File: src/rtl/i2ct_pkg.sv
package i2ct_pkg;

   localparam int BYTE_W = 8;

   typedef enum logic [3:0] {
      S_IDLE,
      S_ADDR,
      S_ADDR_ACK,
      S_RX_BIT,
      S_RX_ACK,
      S_RX_HOLD,
      S_TX_BIT,
      S_TX_ACK,
      S_TX_HOLD
   } tgt_state_e;

   localparam logic [7:0] CODE_WR_OWN  = 8'h60;
   localparam logic [7:0] CODE_WR_GC   = 8'h70;
   localparam logic [7:0] CODE_RX_OWN  = 8'h80;
   localparam logic [7:0] CODE_RX_GC   = 8'h90;
   localparam logic [7:0] CODE_END     = 8'hA0;
   localparam logic [7:0] CODE_RD_OWN  = 8'hA8;
   localparam logic [7:0] CODE_TX_ACK  = 8'hB8;
   localparam logic [7:0] CODE_TX_NACK = 8'hC0;
   localparam logic [7:0] CODE_TX_LAST = 8'hC8;
   localparam logic [7:0] CODE_NONE    = 8'hF8;

endpackage

File: src/rtl/i2ct_line_sense.sv
module i2ct_line_sense #(
   parameter int STAGES = 2
) (
   input  logic clk,
   input  logic rst_n,
   input  logic scl_i,
   input  logic sda_i,
   output logic scl_q,
   output logic sda_q,
   output logic scl_rise,
   output logic scl_fall,
   output logic start_seen,
   output logic stop_seen
);

   logic scl_p, sda_p;

   generate
      if (STAGES == 0) begin : g_bypass
         assign scl_q = scl_i;
         assign sda_q = sda_i;
      end else begin : g_chain
         logic [STAGES-1:0] scl_ff, sda_ff;
         always_ff @(posedge clk or negedge rst_n) begin
            if (!rst_n) begin
               scl_ff <= '1;
               sda_ff <= '1;
            end else begin
               scl_ff[0] <= scl_i;
               sda_ff[0] <= sda_i;
               for (int k = 1; k < STAGES; k++) begin
                  scl_ff[k] <= scl_ff[k-1];
                  sda_ff[k] <= sda_ff[k-1];
               end
            end
         end
         assign scl_q = scl_ff[STAGES-1];
         assign sda_q = sda_ff[STAGES-1];
      end
   endgenerate

   always_ff @(posedge clk or negedge rst_n) begin
      if (!rst_n) begin
         scl_p <= 1'b1;
         sda_p <= 1'b1;
      end else begin
         scl_p <= scl_q;
         sda_p <= sda_q;
      end
   end

   assign scl_rise   = scl_q & ~scl_p;
   assign scl_fall   = ~scl_q & scl_p;
   assign start_seen = scl_q & scl_p & sda_p & ~sda_q;
   assign stop_seen  = scl_q & scl_p & ~sda_p & sda_q;

endmodule

File: src/rtl/i2ct_addr_match.sv
module i2ct_addr_match #(
   parameter int N_SLOTS = 4,
   parameter int BYTE_W  = 8,
   localparam int TAB_W  = N_SLOTS * BYTE_W
) (
   input  logic [TAB_W-1:0]  addr_tab,
   input  logic [TAB_W-1:0]  mask_tab,
   input  logic [BYTE_W-1:0] rx_byte,
   output logic              own_hit,
   output logic              gc_hit
);

   logic [N_SLOTS-1:0] slot_hit;
   logic [N_SLOTS-1:0] slot_gc;

   generate
      for (genvar i = 0; i < N_SLOTS; i++) begin : g_slot
         logic [BYTE_W-1:0] a_w, m_eff, diff;
         assign a_w   = addr_tab[i*BYTE_W +: BYTE_W];
         // the direction bit never takes part in the compare
         assign m_eff = mask_tab[i*BYTE_W +: BYTE_W] & {{(BYTE_W-1){1'b1}}, 1'b0};
         assign diff  = (rx_byte ^ a_w) & ~m_eff & {{(BYTE_W-1){1'b1}}, 1'b0};
         assign slot_hit[i] = (diff == '0);
         assign slot_gc[i]  = a_w[0];
      end
   endgenerate

   assign own_hit = |slot_hit;
   assign gc_hit  = (rx_byte == '0) && (|slot_gc);

endmodule

File: src/rtl/i2ct_byte_engine.sv
module i2ct_byte_engine
   import i2ct_pkg::*;
(
   input  logic              clk,
   input  logic              rst_n,
   input  logic              scl_q,
   input  logic              sda_q,
   input  logic              scl_rise,
   input  logic              scl_fall,
   input  logic              start_seen,
   input  logic              stop_seen,
   input  logic              ack_en,
   input  logic              own_hit,
   input  logic              gc_hit,
   input  logic              clr,
   input  logic [BYTE_W-1:0] tx_data,
   output logic [BYTE_W-1:0] shift_q,
   output logic              sda_drive,
   output logic              scl_hold,
   output logic              pend,
   output logic [7:0]        code,
   output logic [BYTE_W-1:0] rx_q
);

   localparam int CNT_W = $clog2(BYTE_W + 1);
   localparam logic [CNT_W-1:0] FULL = CNT_W'(BYTE_W);
   localparam logic [CNT_W-1:0] LAST = CNT_W'(BYTE_W - 1);

   tgt_state_e       state;
   logic [CNT_W-1:0] cnt;
   logic             gc_mode, rd_mode, last_tx, m_ack;
   logic             addressed, clr_now;

   assign addressed = (state != S_IDLE) && (state != S_ADDR);
   assign clr_now   = clr && pend;

   always_ff @(posedge clk or negedge rst_n) begin
      if (!rst_n) begin
         state     <= S_IDLE;
         cnt       <= '0;
         shift_q   <= '0;
         sda_drive <= 1'b0;
         scl_hold  <= 1'b0;
         pend      <= 1'b0;
         code      <= CODE_NONE;
         rx_q      <= '0;
         gc_mode   <= 1'b0;
         rd_mode   <= 1'b0;
         last_tx   <= 1'b0;
         m_ack     <= 1'b0;
      end else begin
         if (clr_now) begin
            pend     <= 1'b0;
            scl_hold <= 1'b0;
            code     <= CODE_NONE;
         end else if (pend && !scl_q) begin
            scl_hold <= 1'b1;
         end

         if (start_seen) begin
            if (addressed) begin
               pend <= 1'b1;
               code <= CODE_END;
            end
            state     <= S_ADDR;
            cnt       <= '0;
            sda_drive <= 1'b0;
         end else if (stop_seen) begin
            if (addressed) begin
               pend <= 1'b1;
               code <= CODE_END;
            end
            state     <= S_IDLE;
            sda_drive <= 1'b0;
         end else begin
            unique case (state)
               S_IDLE: ;
               S_ADDR: begin
                  if (scl_rise) begin
                     shift_q <= {shift_q[BYTE_W-2:0], sda_q};
                     cnt     <= cnt + 1'b1;
                  end else if (scl_fall && cnt == FULL) begin
                     if (ack_en && gc_hit) begin
                        gc_mode   <= 1'b1;
                        rd_mode   <= 1'b0;
                        sda_drive <= 1'b1;
                        state     <= S_ADDR_ACK;
                     end else if (ack_en && own_hit) begin
                        gc_mode   <= 1'b0;
                        rd_mode   <= shift_q[0];
                        sda_drive <= 1'b1;
                        state     <= S_ADDR_ACK;
                     end else begin
                        state <= S_IDLE;
                     end
                  end
               end
               S_ADDR_ACK: begin
                  if (scl_fall) begin
                     sda_drive <= 1'b0;
                     pend      <= 1'b1;
                     cnt       <= '0;
                     if (gc_mode)      code <= CODE_WR_GC;
                     else if (rd_mode) code <= CODE_RD_OWN;
                     else              code <= CODE_WR_OWN;
                     state <= rd_mode ? S_TX_HOLD : S_RX_HOLD;
                  end
               end
               S_RX_HOLD: begin
                  if (clr_now) begin
                     state <= S_RX_BIT;
                     cnt   <= '0;
                  end
               end
               S_RX_BIT: begin
                  if (scl_rise) begin
                     shift_q <= {shift_q[BYTE_W-2:0], sda_q};
                     cnt     <= cnt + 1'b1;
                  end else if (scl_fall && cnt == FULL) begin
                     if (ack_en) begin
                        sda_drive <= 1'b1;
                        state     <= S_RX_ACK;
                     end else begin
                        state <= S_IDLE;
                     end
                  end
               end
               S_RX_ACK: begin
                  if (scl_fall) begin
                     sda_drive <= 1'b0;
                     rx_q      <= shift_q;
                     pend      <= 1'b1;
                     code      <= gc_mode ? CODE_RX_GC : CODE_RX_OWN;
                     state     <= S_RX_HOLD;
                  end
               end
               S_TX_HOLD: begin
                  if (clr_now) begin
                     shift_q   <= tx_data;
                     sda_drive <= ~tx_data[BYTE_W-1];
                     last_tx   <= ~ack_en;
                     cnt       <= '0;
                     state     <= S_TX_BIT;
                  end
               end
               S_TX_BIT: begin
                  if (scl_fall) begin
                     if (cnt == LAST) begin
                        sda_drive <= 1'b0;
                        state     <= S_TX_ACK;
                     end else begin
                        shift_q   <= {shift_q[BYTE_W-2:0], 1'b0};
                        sda_drive <= ~shift_q[BYTE_W-2];
                        cnt       <= cnt + 1'b1;
                     end
                  end
               end
               S_TX_ACK: begin
                  if (scl_rise) begin
                     m_ack <= ~sda_q;
                  end else if (scl_fall) begin
                     pend <= 1'b1;
                     if (!m_ack) begin
                        code  <= CODE_TX_NACK;
                        state <= S_IDLE;
                     end else if (last_tx) begin
                        code  <= CODE_TX_LAST;
                        state <= S_IDLE;
                     end else begin
                        code  <= CODE_TX_ACK;
                        state <= S_TX_HOLD;
                     end
                  end
               end
               default: state <= S_IDLE;
            endcase
         end
      end
   end

endmodule

File: src/rtl/i2c_multi_target.sv
module i2c_multi_target
   import i2ct_pkg::*;
#(
   parameter int N_SLOTS     = 4,
   parameter int SYNC_STAGES = 2,
   localparam int TAB_W      = N_SLOTS * BYTE_W
) (
   input  logic              clk,
   input  logic              rst_n,
   input  logic              scl_i,
   input  logic              sda_i,
   output logic              scl_low_o,
   output logic              sda_low_o,
   input  logic              ack_en_i,
   input  logic [TAB_W-1:0]  addr_tab_i,
   input  logic [TAB_W-1:0]  mask_tab_i,
   input  logic [BYTE_W-1:0] tx_data_i,
   input  logic              clr_i,
   output logic              pend_o,
   output logic [7:0]        status_o,
   output logic [BYTE_W-1:0] rx_data_o
);

   generate
      if (N_SLOTS < 1 || N_SLOTS > 16) begin : g_bad_slots
         $error("i2c_multi_target: N_SLOTS must lie in 1..16");
      end
      if (SYNC_STAGES < 0 || SYNC_STAGES > 4) begin : g_bad_sync
         $error("i2c_multi_target: SYNC_STAGES must lie in 0..4");
      end
   endgenerate

   logic              scl_q, sda_q, scl_rise, scl_fall, start_seen, stop_seen;
   logic              own_hit, gc_hit;
   logic [BYTE_W-1:0] shift_q;

   i2ct_line_sense #(.STAGES(SYNC_STAGES)) u_sense (
      .clk        (clk),
      .rst_n      (rst_n),
      .scl_i      (scl_i),
      .sda_i      (sda_i),
      .scl_q      (scl_q),
      .sda_q      (sda_q),
      .scl_rise   (scl_rise),
      .scl_fall   (scl_fall),
      .start_seen (start_seen),
      .stop_seen  (stop_seen)
   );

   i2ct_addr_match #(.N_SLOTS(N_SLOTS), .BYTE_W(BYTE_W)) u_match (
      .addr_tab (addr_tab_i),
      .mask_tab (mask_tab_i),
      .rx_byte  (shift_q),
      .own_hit  (own_hit),
      .gc_hit   (gc_hit)
   );

   i2ct_byte_engine u_engine (
      .clk        (clk),
      .rst_n      (rst_n),
      .scl_q      (scl_q),
      .sda_q      (sda_q),
      .scl_rise   (scl_rise),
      .scl_fall   (scl_fall),
      .start_seen (start_seen),
      .stop_seen  (stop_seen),
      .ack_en     (ack_en_i),
      .own_hit    (own_hit),
      .gc_hit     (gc_hit),
      .clr        (clr_i),
      .tx_data    (tx_data_i),
      .shift_q    (shift_q),
      .sda_drive  (sda_low_o),
      .scl_hold   (scl_low_o),
      .pend       (pend_o),
      .code       (status_o),
      .rx_q       (rx_data_o)
   );

endmodule

File: config.mk
export PLATFORM = sky130hd
export DESIGN_NAME = i2c_multi_target
export DESIGN_NICKNAME = d
export VERILOG_FILES = /design/src/rtl/i2ct_pkg.sv /design/src/rtl/i2ct_line_sense.sv /design/src/rtl/i2ct_addr_match.sv /design/src/rtl/i2ct_byte_engine.sv /design/src/rtl/i2c_multi_target.sv
export SDC_FILE = /design/constraint.sdc
export NUM_CORES = 1
export LEC_CHECK = 0
export ABC_AREA = 1
export BUFFER_PORTS_ARGS = -buffer_cell sky130_fd_sc_hd__buf_2
export CAP_MARGIN = 20
export CORE_AREA = 4 4 80 82
export CTS_CLUSTER_DIAMETER = 40
export DETAILED_ROUTE_END_ITERATION = 8
export DIE_AREA = 0 0 84 86
export GPL_TIMING_DRIVEN = 0
export HOLD_SLACK_MARGIN = 0.03
export PLACE_DENSITY = 0.91
export SLEW_MARGIN = 20
export SYNTH_ARGS = -nofsm -noshare
export SYNTH_HDL_FRONTEND = slang
export SYNTH_SLANG_ARGS = --single-unit
File: constraint.sdc
create_clock -name clk -period 3.7 [get_ports clk]
set_clock_uncertainty 0.2 [all_clocks]
set_input_delay 0.185 -clock clk [delete_from_list [all_inputs] [get_ports clk]]
set_output_delay 0.185 -clock clk [all_outputs]
set_load 0.01 [all_outputs]
==> results by group, run 1 <==
STA
  – Fin Setup TNS: 0 ns
  – Slew HR: 0.642
  – Final setup viols: 0
  – F_max: 456 MHz
  – Minimum clock period after layout: 2.19 ns
  – RSZ-0062 raised after global routing: false
  – Fin crit share: 0.593
  – Pin slew with the least headroom to its limit: 0.537 ns
  – Fin. max-slew vios: 0
  – Hold Fails Final Rpt: 0

Global routing
  – Grt total ovfl: 0
  – M2 GR Usage: 0.414
  – Largest net degree at the start of global routing: 46
  – First-pass GRT wire length: 14,100 um
  – Busiest layer in global routing: met2
  – Vias in the first global route: 3,049
  – GR Util met3: 0.0461
  – Initial antenna violation count: 0
  – GRT Total Usage: 0.238
  – M1 GR Usage: 0.292

Synthesis
  – Yosys cell types: 40
  – Register area share after synthesis: 0.377
  – Mapped cell area: 3030 um2
  – Flops & latches, synth: 45
  – Synthesized net count: 523
  – YS warnings: 0
  – Main synth FF type: dfrtp_1
  – Post-synth EDFFs: 0
  – Synthesized area per cell: 6.83 um2
  – Ys async rst share: 1.00
  – Synthesized instance count: 443

Placed design
  – I/O Buffers: 92
  – Placed Instances: 610
  – Dpl hpwl: 6510 um
  – Gpl congestion: 1.02

Run status
  – Run status: complete, no violations

Final layout
  – Area of the multi-input gates: 1590 um2
  – Antenna diode count: 0
  – Fillers: 487
  – Nets: 633
  – Fin cells: 629
  – Layout area overhead: 25.2%
  – Storage element area: 1140 um2
  – Share of layout cells above drive strength 1: 0.282

Setup path
  – Reg2reg setup slack: 1.51 ns
  – Crit-path max FO: 9
  – Reg2reg path depth: 12
  – Worst Setup Start Kind: register
  – Worst reg2reg endpoint: u_engine.state[3]
  – CP Data Required Time: 3.72 ns
  – Setup crit end: u_engine.state[3]
  – Critical path class: reg -> reg
  – Crit. Startpoint: u_sense.g_chain.scl_ff[1]
  – Critical path endpoint category: register
  – Worst EP arrival: 2.22 ns
  – Start of the worst register-to-register path: u_sense.g_chain.scl_ff[1]

CTS
  – Clock Path Buffers: 2
  – Root buffer cell: clkbuf_8
  – CTS tree: yes
  – Clk sinks: 45
  – Gates resized, CTS repair: 0
  – CTS buffer count: 5
  – Clk slew on worst S/H paths: 0.09 ns
  – CTS H-Tree Depth: 2
  – Worst skew pair latency: 0.30 ns

Drt
  – Final ANT Viol Nets: 0
  – Iter 0 DRT Violations: 270
  – DRT Pass-1 Iters: 7
  – Final WL: 8450 um
  – Vias after detailed routing: 3,249
  – DRC viols: 0
  – Vias per std cell: 5.17
  – Routed len/inst: 13.4 um

Die
  – Die Span X: 84 um
  – Die height: 86 um
  – Num rows: 28
  – Core Box Area: 5750 um2
  – Initial Util: 0.527
  – Ports: 97
  – Die ar.: 7220 um2

Power and ir drop
  – Total Power: 0.00156 W
  – Power density cells: 411 nW/um2
  – Worst-case vdd ir drop: 0.000249 V
  – Static leakage: 2.05 nW

Hold path
  – HP Start: tx_data_i[7]
  – Hold Path Class: in -> reg

Run
  – Max cap viols: 0
==> placed cells by master, fill, tap and decap left out, types with 7 or more instances in the layout <==
cell           Yosys  routed
nand2_1          138     138
buf_2              3      94
inv_1             56      56
nor2_1            42      42
dfrtp_1           34      34
nand3_1           21      21
o21ai_0           19      19
a21oi_1           19      19
o21ai_1           16      16
inv_2             11      11
dlygate4sd3_1      0      11
dfstp_2           11      11
or2_2              7       7
nand3b_1           7       7
==> cell families (layout without fill, tap and decap cells) <==
logic type,count (synthesis),count (layout),share of synthesized area
flip-flops,45,45,0.377
AO/OA/AOI/OAI,72,72,0.139
AND/OR/NAND/NOR,246,246,0.370
adder cells (fa/ha/maj),2,2,0.00827
buffers and inverters,75,186,0.0976
XOR/XNOR,3,3,0.00869
==> worst min path at each step <==
| stage | to | slack (ns) | cells past startpoint |
|---|---|---|---|
| final | u_engine.shift_q[7] | 0.04 | 3 |
| after detailed placement | u_sense.g_chain.sda_ff[0] | 0.09 | 1 |
| after global routing | u_engine.shift_q[7] | 0.1 | 3 |
| after CTS | u_engine.shift_q[7] | 0.04 | 3 |
| after global placement | u_sense.g_chain.scl_ff[0] | 0.09 | 1 |
| after floorplan | u_engine.cnt[0] | -0.31 | 0 |
==> power breakdown <==
part,switching (W),internal [W]
Combinational,0.000374,0.000229
Clock,0.000167,0.000151
Sequential,0.0000667,0.000567
Total,0.000608,0.000948
==> cell type report <==
type,instances,share of cell area
multi-input cells,323,0.420
inverters,68,0.0680
clock inverters,2,0.00363
repair buffers,103,0.151
flip-flops and latches,45,0.301
clock buffers,6,0.0218
well taps,75,0.0248
plain buffers,7,0.00991
==> critical path, stage by stage (launching register included) <==
cell     delay, ns
dfstp_2       0.58
nand2_2       0.10
inv_2         0.05
nand3_1       0.11
inv_2         0.15
nor2_4        0.09
inv_4         0.10
nor2_1        0.06
nor2_2        0.14
nand3_2       0.17
nor2_2        0.21
nand2_1       0.07
o21ai_0       0.08
==> cell usage after synthesis (2+ instances only) <==
| library cell | number | area [um2] |
|---|---|---|
| nand2_1 | 138 | 518 |
| inv_2 | 11 | 41.3 |
| xnor2_1 | 2 | 17.5 |
| nand2_2 | 2 | 12.5 |
| nor2_4 | 4 | 45.0 |
| o31ai_1 | 2 | 15.0 |
| o22ai_1 | 2 | 12.5 |
| o21ai_0 | 19 | 95.1 |
| a21oi_1 | 19 | 95.1 |
| nor3_2 | 3 | 30.0 |
| dfstp_2 | 11 | 289 |
| o211ai_1 | 6 | 45.0 |
| inv_1 | 56 | 210 |
| nor2_2 | 6 | 37.5 |
| ha_1 | 2 | 25.0 |
| buf_2 | 3 | 15.0 |
| nor3_1 | 6 | 30.0 |
| o211ai_2 | 3 | 37.5 |
| o21ai_1 | 16 | 80.1 |
| nand3b_1 | 7 | 52.6 |
| nand3_2 | 2 | 20.0 |
| nand4_1 | 3 | 18.8 |
| dfrtp_1 | 34 | 851 |
| or2_2 | 7 | 43.8 |
| clkbuf_1 | 3 | 11.3 |
| nor2_1 | 42 | 158 |
| nand3_1 | 21 | 105 |
==> per-layer routing <==
layer | share of wire | up-vias
li1 | - | 1632
met5 | 0 | -
met3 | 0.082 | 25
met2 | 0.48 | 163
met1 | 0.41 | 1429
met4 | 0.030 | 0
==> flip-flops by register name, summed over array words and instances, names as in the netlist <==
register,count
u_engine.code,8
u_engine.rx_q,8
u_engine.shift_q,8
u_engine.cnt,4
u_engine.state,4
u_sense.g_chain.scl_ff,2
u_sense.g_chain.sda_ff,2
u_engine.gc_mode,1
u_engine.last_tx,1
u_engine.m_ack,1
u_engine.pend,1
u_engine.rd_mode,1
u_engine.scl_hold,1
u_engine.sda_drive,1
u_sense.scl_p,1
u_sense.sda_p,1
==> stage by stage <==
stage	setup slack, ns	cell area [um2]	utilization	hold slack, ns
CTS	1.53	3790	0.659	0.0370
global route	1.31	3790	0.659	0.0979
finish	1.51	3790	0.659	0.0437
global placement	1.56	3580	0.623	0.0905
detailed placement	1.54	3580	0.623	0.0915
floorplan	1.83	3030	-	-0.311
==> repair_timing <==
item	4_1_cts	5_1_grt
hold endpoints to repair	44	0
hold buffers	11	0
buffers inserted	0	0
Note: power is estimated with default switching activity, not from simulation.
==> inputs of run 2 (changes only) <==
- CORE_AREA: 4 4 80 82 -> 4 4 83 85
- DIE_AREA: 0 0 84 86 -> 0 0 87 89
- PLACE_DENSITY: 0.91 -> 0.86
- clock period: 3.7 -> 2.3 ns (I/O delays scaled with it)
==> run 2 against run 1 <==
Combinational power rose by 61%. Clock-buffer cell count stayed put. Via count up 2.1%. Total power grew 66%. Critical endpoint is now u_engine.rd_mode.
==> results by group, run 2 (synthesis gave the netlist of run 1 again) <==
Setup path
  – Reg2reg path depth: 7 (-5)
  – CP Data Required Time: 2.28 ns (-1.44 ns)
  – Critical path endpoint category: register
  – Setup crit end: u_engine.rd_mode
  – Start of the worst register-to-register path: u_sense.scl_p
  – Worst reg2reg endpoint: u_engine.rd_mode
  – WP buf/inv: 1 (-2)
  – Most used cell, CP: nand2_1
  – Crit path max-delay family: simple AND/OR/NAND/NOR gates
  – Critical path class: reg -> reg
  – Worst Setup Start Kind: register
  – Critical path cell sequence: inv_1, nor2_2, nand4_1, nor4_1, nand2_1, nand2_1, o21ai_1
  – Worst EP arrival: 2.16 ns (-0.06 ns)
  – CP Depth: 7 (-5)
  – Critical path's largest stage delay: 0.56 ns (-0.02 ns)
  – Crit-path max FO: 7 (-2)
  – Reg2reg setup slack: 0.12 ns (-1.39 ns)
  – Crit. Startpoint: u_sense.scl_p
  – Slowest cell on the critical path: dfstp_2

Final layout
  – Layout area overhead: 26.9%
  – Largest regs: u_engine.code: 8 flops, u_engine.rx_q: 8 flops, u_engine.shift_q: 8 flops
  – Fin cells: 634 (+0.79%)
  – Nets: 636 (+0.47%)
  – Fillers: 536 (+10%)
  – Commonest non-fill, non-tap cells in the layout: nand2_1 (138), buf_2 (95), inv_1 (56), nor2_1 (42), dfrtp_1 (34)
  – Share of layout cells above drive strength 1: 0.280 (-0.00152)
  – Commonest non-fill, non-tap cell in the layout: nand2_1
  – Antenna diode count: 0 (unchanged)
  – Design area: 3840 um2 (+1.4%)

STA
  – Minimum clock period after layout: 2.18 ns (-0.0138 ns)
  – Fin worst setup slack: 0.119 ns (-1.39 ns)
  – Fin. max-slew vios: 0 (unchanged)
  – Hold Fails Final Rpt: 0 (unchanged)
  – Final setup viols: 0 (unchanged)
  – F_max: 458 MHz (+0.63%)
  – Fin crit share: 0.948 (+0.355)
  – RSZ-0062 raised after global routing: false
  – Slew HR: 0.672 (+0.0300)
  – Fin Setup TNS: 0 ns (unchanged)
  – Pin slew with the least headroom to its limit: 0.492 ns (-0.0451 ns)

CTS
  – Clk slew on worst S/H paths: 0.08 ns (about the same)
  – Setup bufs post-CTS: 0 (unchanged)
  – Root buffer cell: clkbuf_8
  – Hold_buf cts: 13 (+2)
  – Clk sinks: 45 (unchanged)
  – Gates resized, CTS repair: 0 (unchanged)
  – Clock Path Buffers: 2 (unchanged)
  – CTS H-Tree Depth: 2 (unchanged)
  – CTS buffer count: 5 (unchanged)
  – Worst skew pair latency: 0.30 ns (about the same)
  – CTS tree: yes

Hold path
  – Hold Path Class: in -> async

Placed design
  – Gpl congestion: 1.02 (about the same)
  – Placed Area: 3580 um2 (about the same)
  – I/O Buffers: 92 (unchanged)
  – Placed Instances: 612 (+0.33%)
  – Pre-CTS setup slack: 0.130 ns (-1.41 ns)
  – Dpl hpwl: 6640 um (+2.0%)

Power and ir drop
  – Share of total power in combinational logic: 0.376 (-0.012)
  – Net Sw Power: 0.000970 W (+60%)
  – P_int: 0.00161 W (+70%)
  – Worst-case vdd ir drop: 0.000479 V (+93%)
  – Seq pwr share: 0.397 (-0.011)
  – Static leakage: 2.07 nW (+1.0%)
  – Net switching fraction of the power: 0.376 (-0.0145)
  – Power density cells: 672 nW/um2 (+64%)
  – Clock network power share: 0.227 (+0.022)

Drt
  – DRC viols: 0 (unchanged)
  – Routed len/inst: 13.5 um (+0.69%)
  – Final WL: 8570 um (+1.5%)
  – DRT Pass-1 Iters: 5 (-2)
  – Iter 0 DRT Violations: 315 (+17%)
  – Final ANT Viol Nets: 0 (unchanged)
  – Vias per std cell: 5.23 (+1.3%)
  – Vias after detailed routing: 3,317 (+2.1%)

Global routing
  – First-pass GRT wire length: 14,000 um (-0.79%)
  – GRT Total Usage: 0.225 (-0.0133)
  – Vias in the first global route: 3,176 (+4.2%)
  – Largest net degree at the start of global routing: 46 (unchanged)
  – Grt total ovfl: 0 (unchanged)
  – Initial antenna violation count: 0 (unchanged)

Die
  – Ports: 97 (unchanged)
  – Die Span X: 87 um (+3.6%)
  – Core Box Area: 6200 um2 (+8.0%)
  – Initial Util: 0.488 (-0.0390)
  – Die ar.: 7740 um2 (+7.2%)
  – Die height: 89 um (+3.5%)
  – Num rows: 29 (+3.6%)

Run status
  – Run status: complete, no violations

Run
  – Max cap viols: 0 (unchanged)
run 2: cell types whose count changed in the layout (fill, tap and decap cells not counted), sizes merged:
cell | before | now
buf | 96 | 97
bufinv | 0 | 1
clkinv | 2 | 1
dlygate4sd3 | 11 | 13
run 2: per-layer routing:
layer / up-vias / part of all wire / routed length (um) / global-route usage
li1: 1642 / - / - / -
met3: 27 / 0.094 / 809 / 0.0424
met2: 152 / 0.47 / 4060 / 0.398
met5: - / 0 / 0 / 0
met4: 0 / 0.029 / 251 / 0.0779
met1: 1496 / 0.40 / 3450 / 0.275
run 2: layout make-up:
type / instances / area (um2) / area share
Inverter: 68 / 258 / 0.0671
Tap cell: 77 / 96.3 / 0.0251
Clock buffer: 6 / 72.6 / 0.0189
Multi-Input combinational cell: 323 / 1590 / 0.414
Sequential cell: 45 / 1140 / 0.297
Clock inverter: 2 / 35.0 / 0.00912
Buffer: 7 / 37.5 / 0.00978
Timing Repair Buffer: 106 / 611 / 0.159
run 2: metrics by stage:
step / util / hold WS, ns / total power, W
final: 0.619 / 0.0419 / 0.00258
after global routing: 0.619 / 0.0874 / 0.00279
after CTS: 0.616 / 0.164 / 0.00260
after detailed placement: 0.577 / 0.0213 / 0.00199
after global placement: 0.577 / 0.0205 / 0.00195
after floorplan: - / -0.381 / 0.00167
run 2: worst min path at each step:
stage | end | startpoint | depth (start not counted) | slack, ns
after floorplan | u_engine.cnt[0] | rst_n | 0 | -0.38
after detailed placement | u_sense.g_chain.scl_ff[0] | scl_i | 1 | 0.02
final | u_engine.pend | rst_n | 2 | 0.04
after global routing | u_engine.pend | rst_n | 2 | 0.09
after CTS | u_sense.g_chain.scl_ff[1] | u_sense.g_chain.scl_ff[0] | 0 | 0.16
after global placement | u_sense.g_chain.scl_ff[0] | scl_i | 1 | 0.02
run 2: power by group through the flow:
stage / clock network [W] / logic (W) / registers (W)
6_report: 0.000585 / 0.000971 / 0.00102
5_1_grt: 0.000637 / 0.00110 / 0.00104
4_1_cts: 0.000602 / 0.000969 / 0.00102
3_5_place_dp: 0 / 0.000948 / 0.00104
3_3_place_gp: 0 / 0.000916 / 0.00103
2_1_floorplan: 0 / 0.000654 / 0.00102
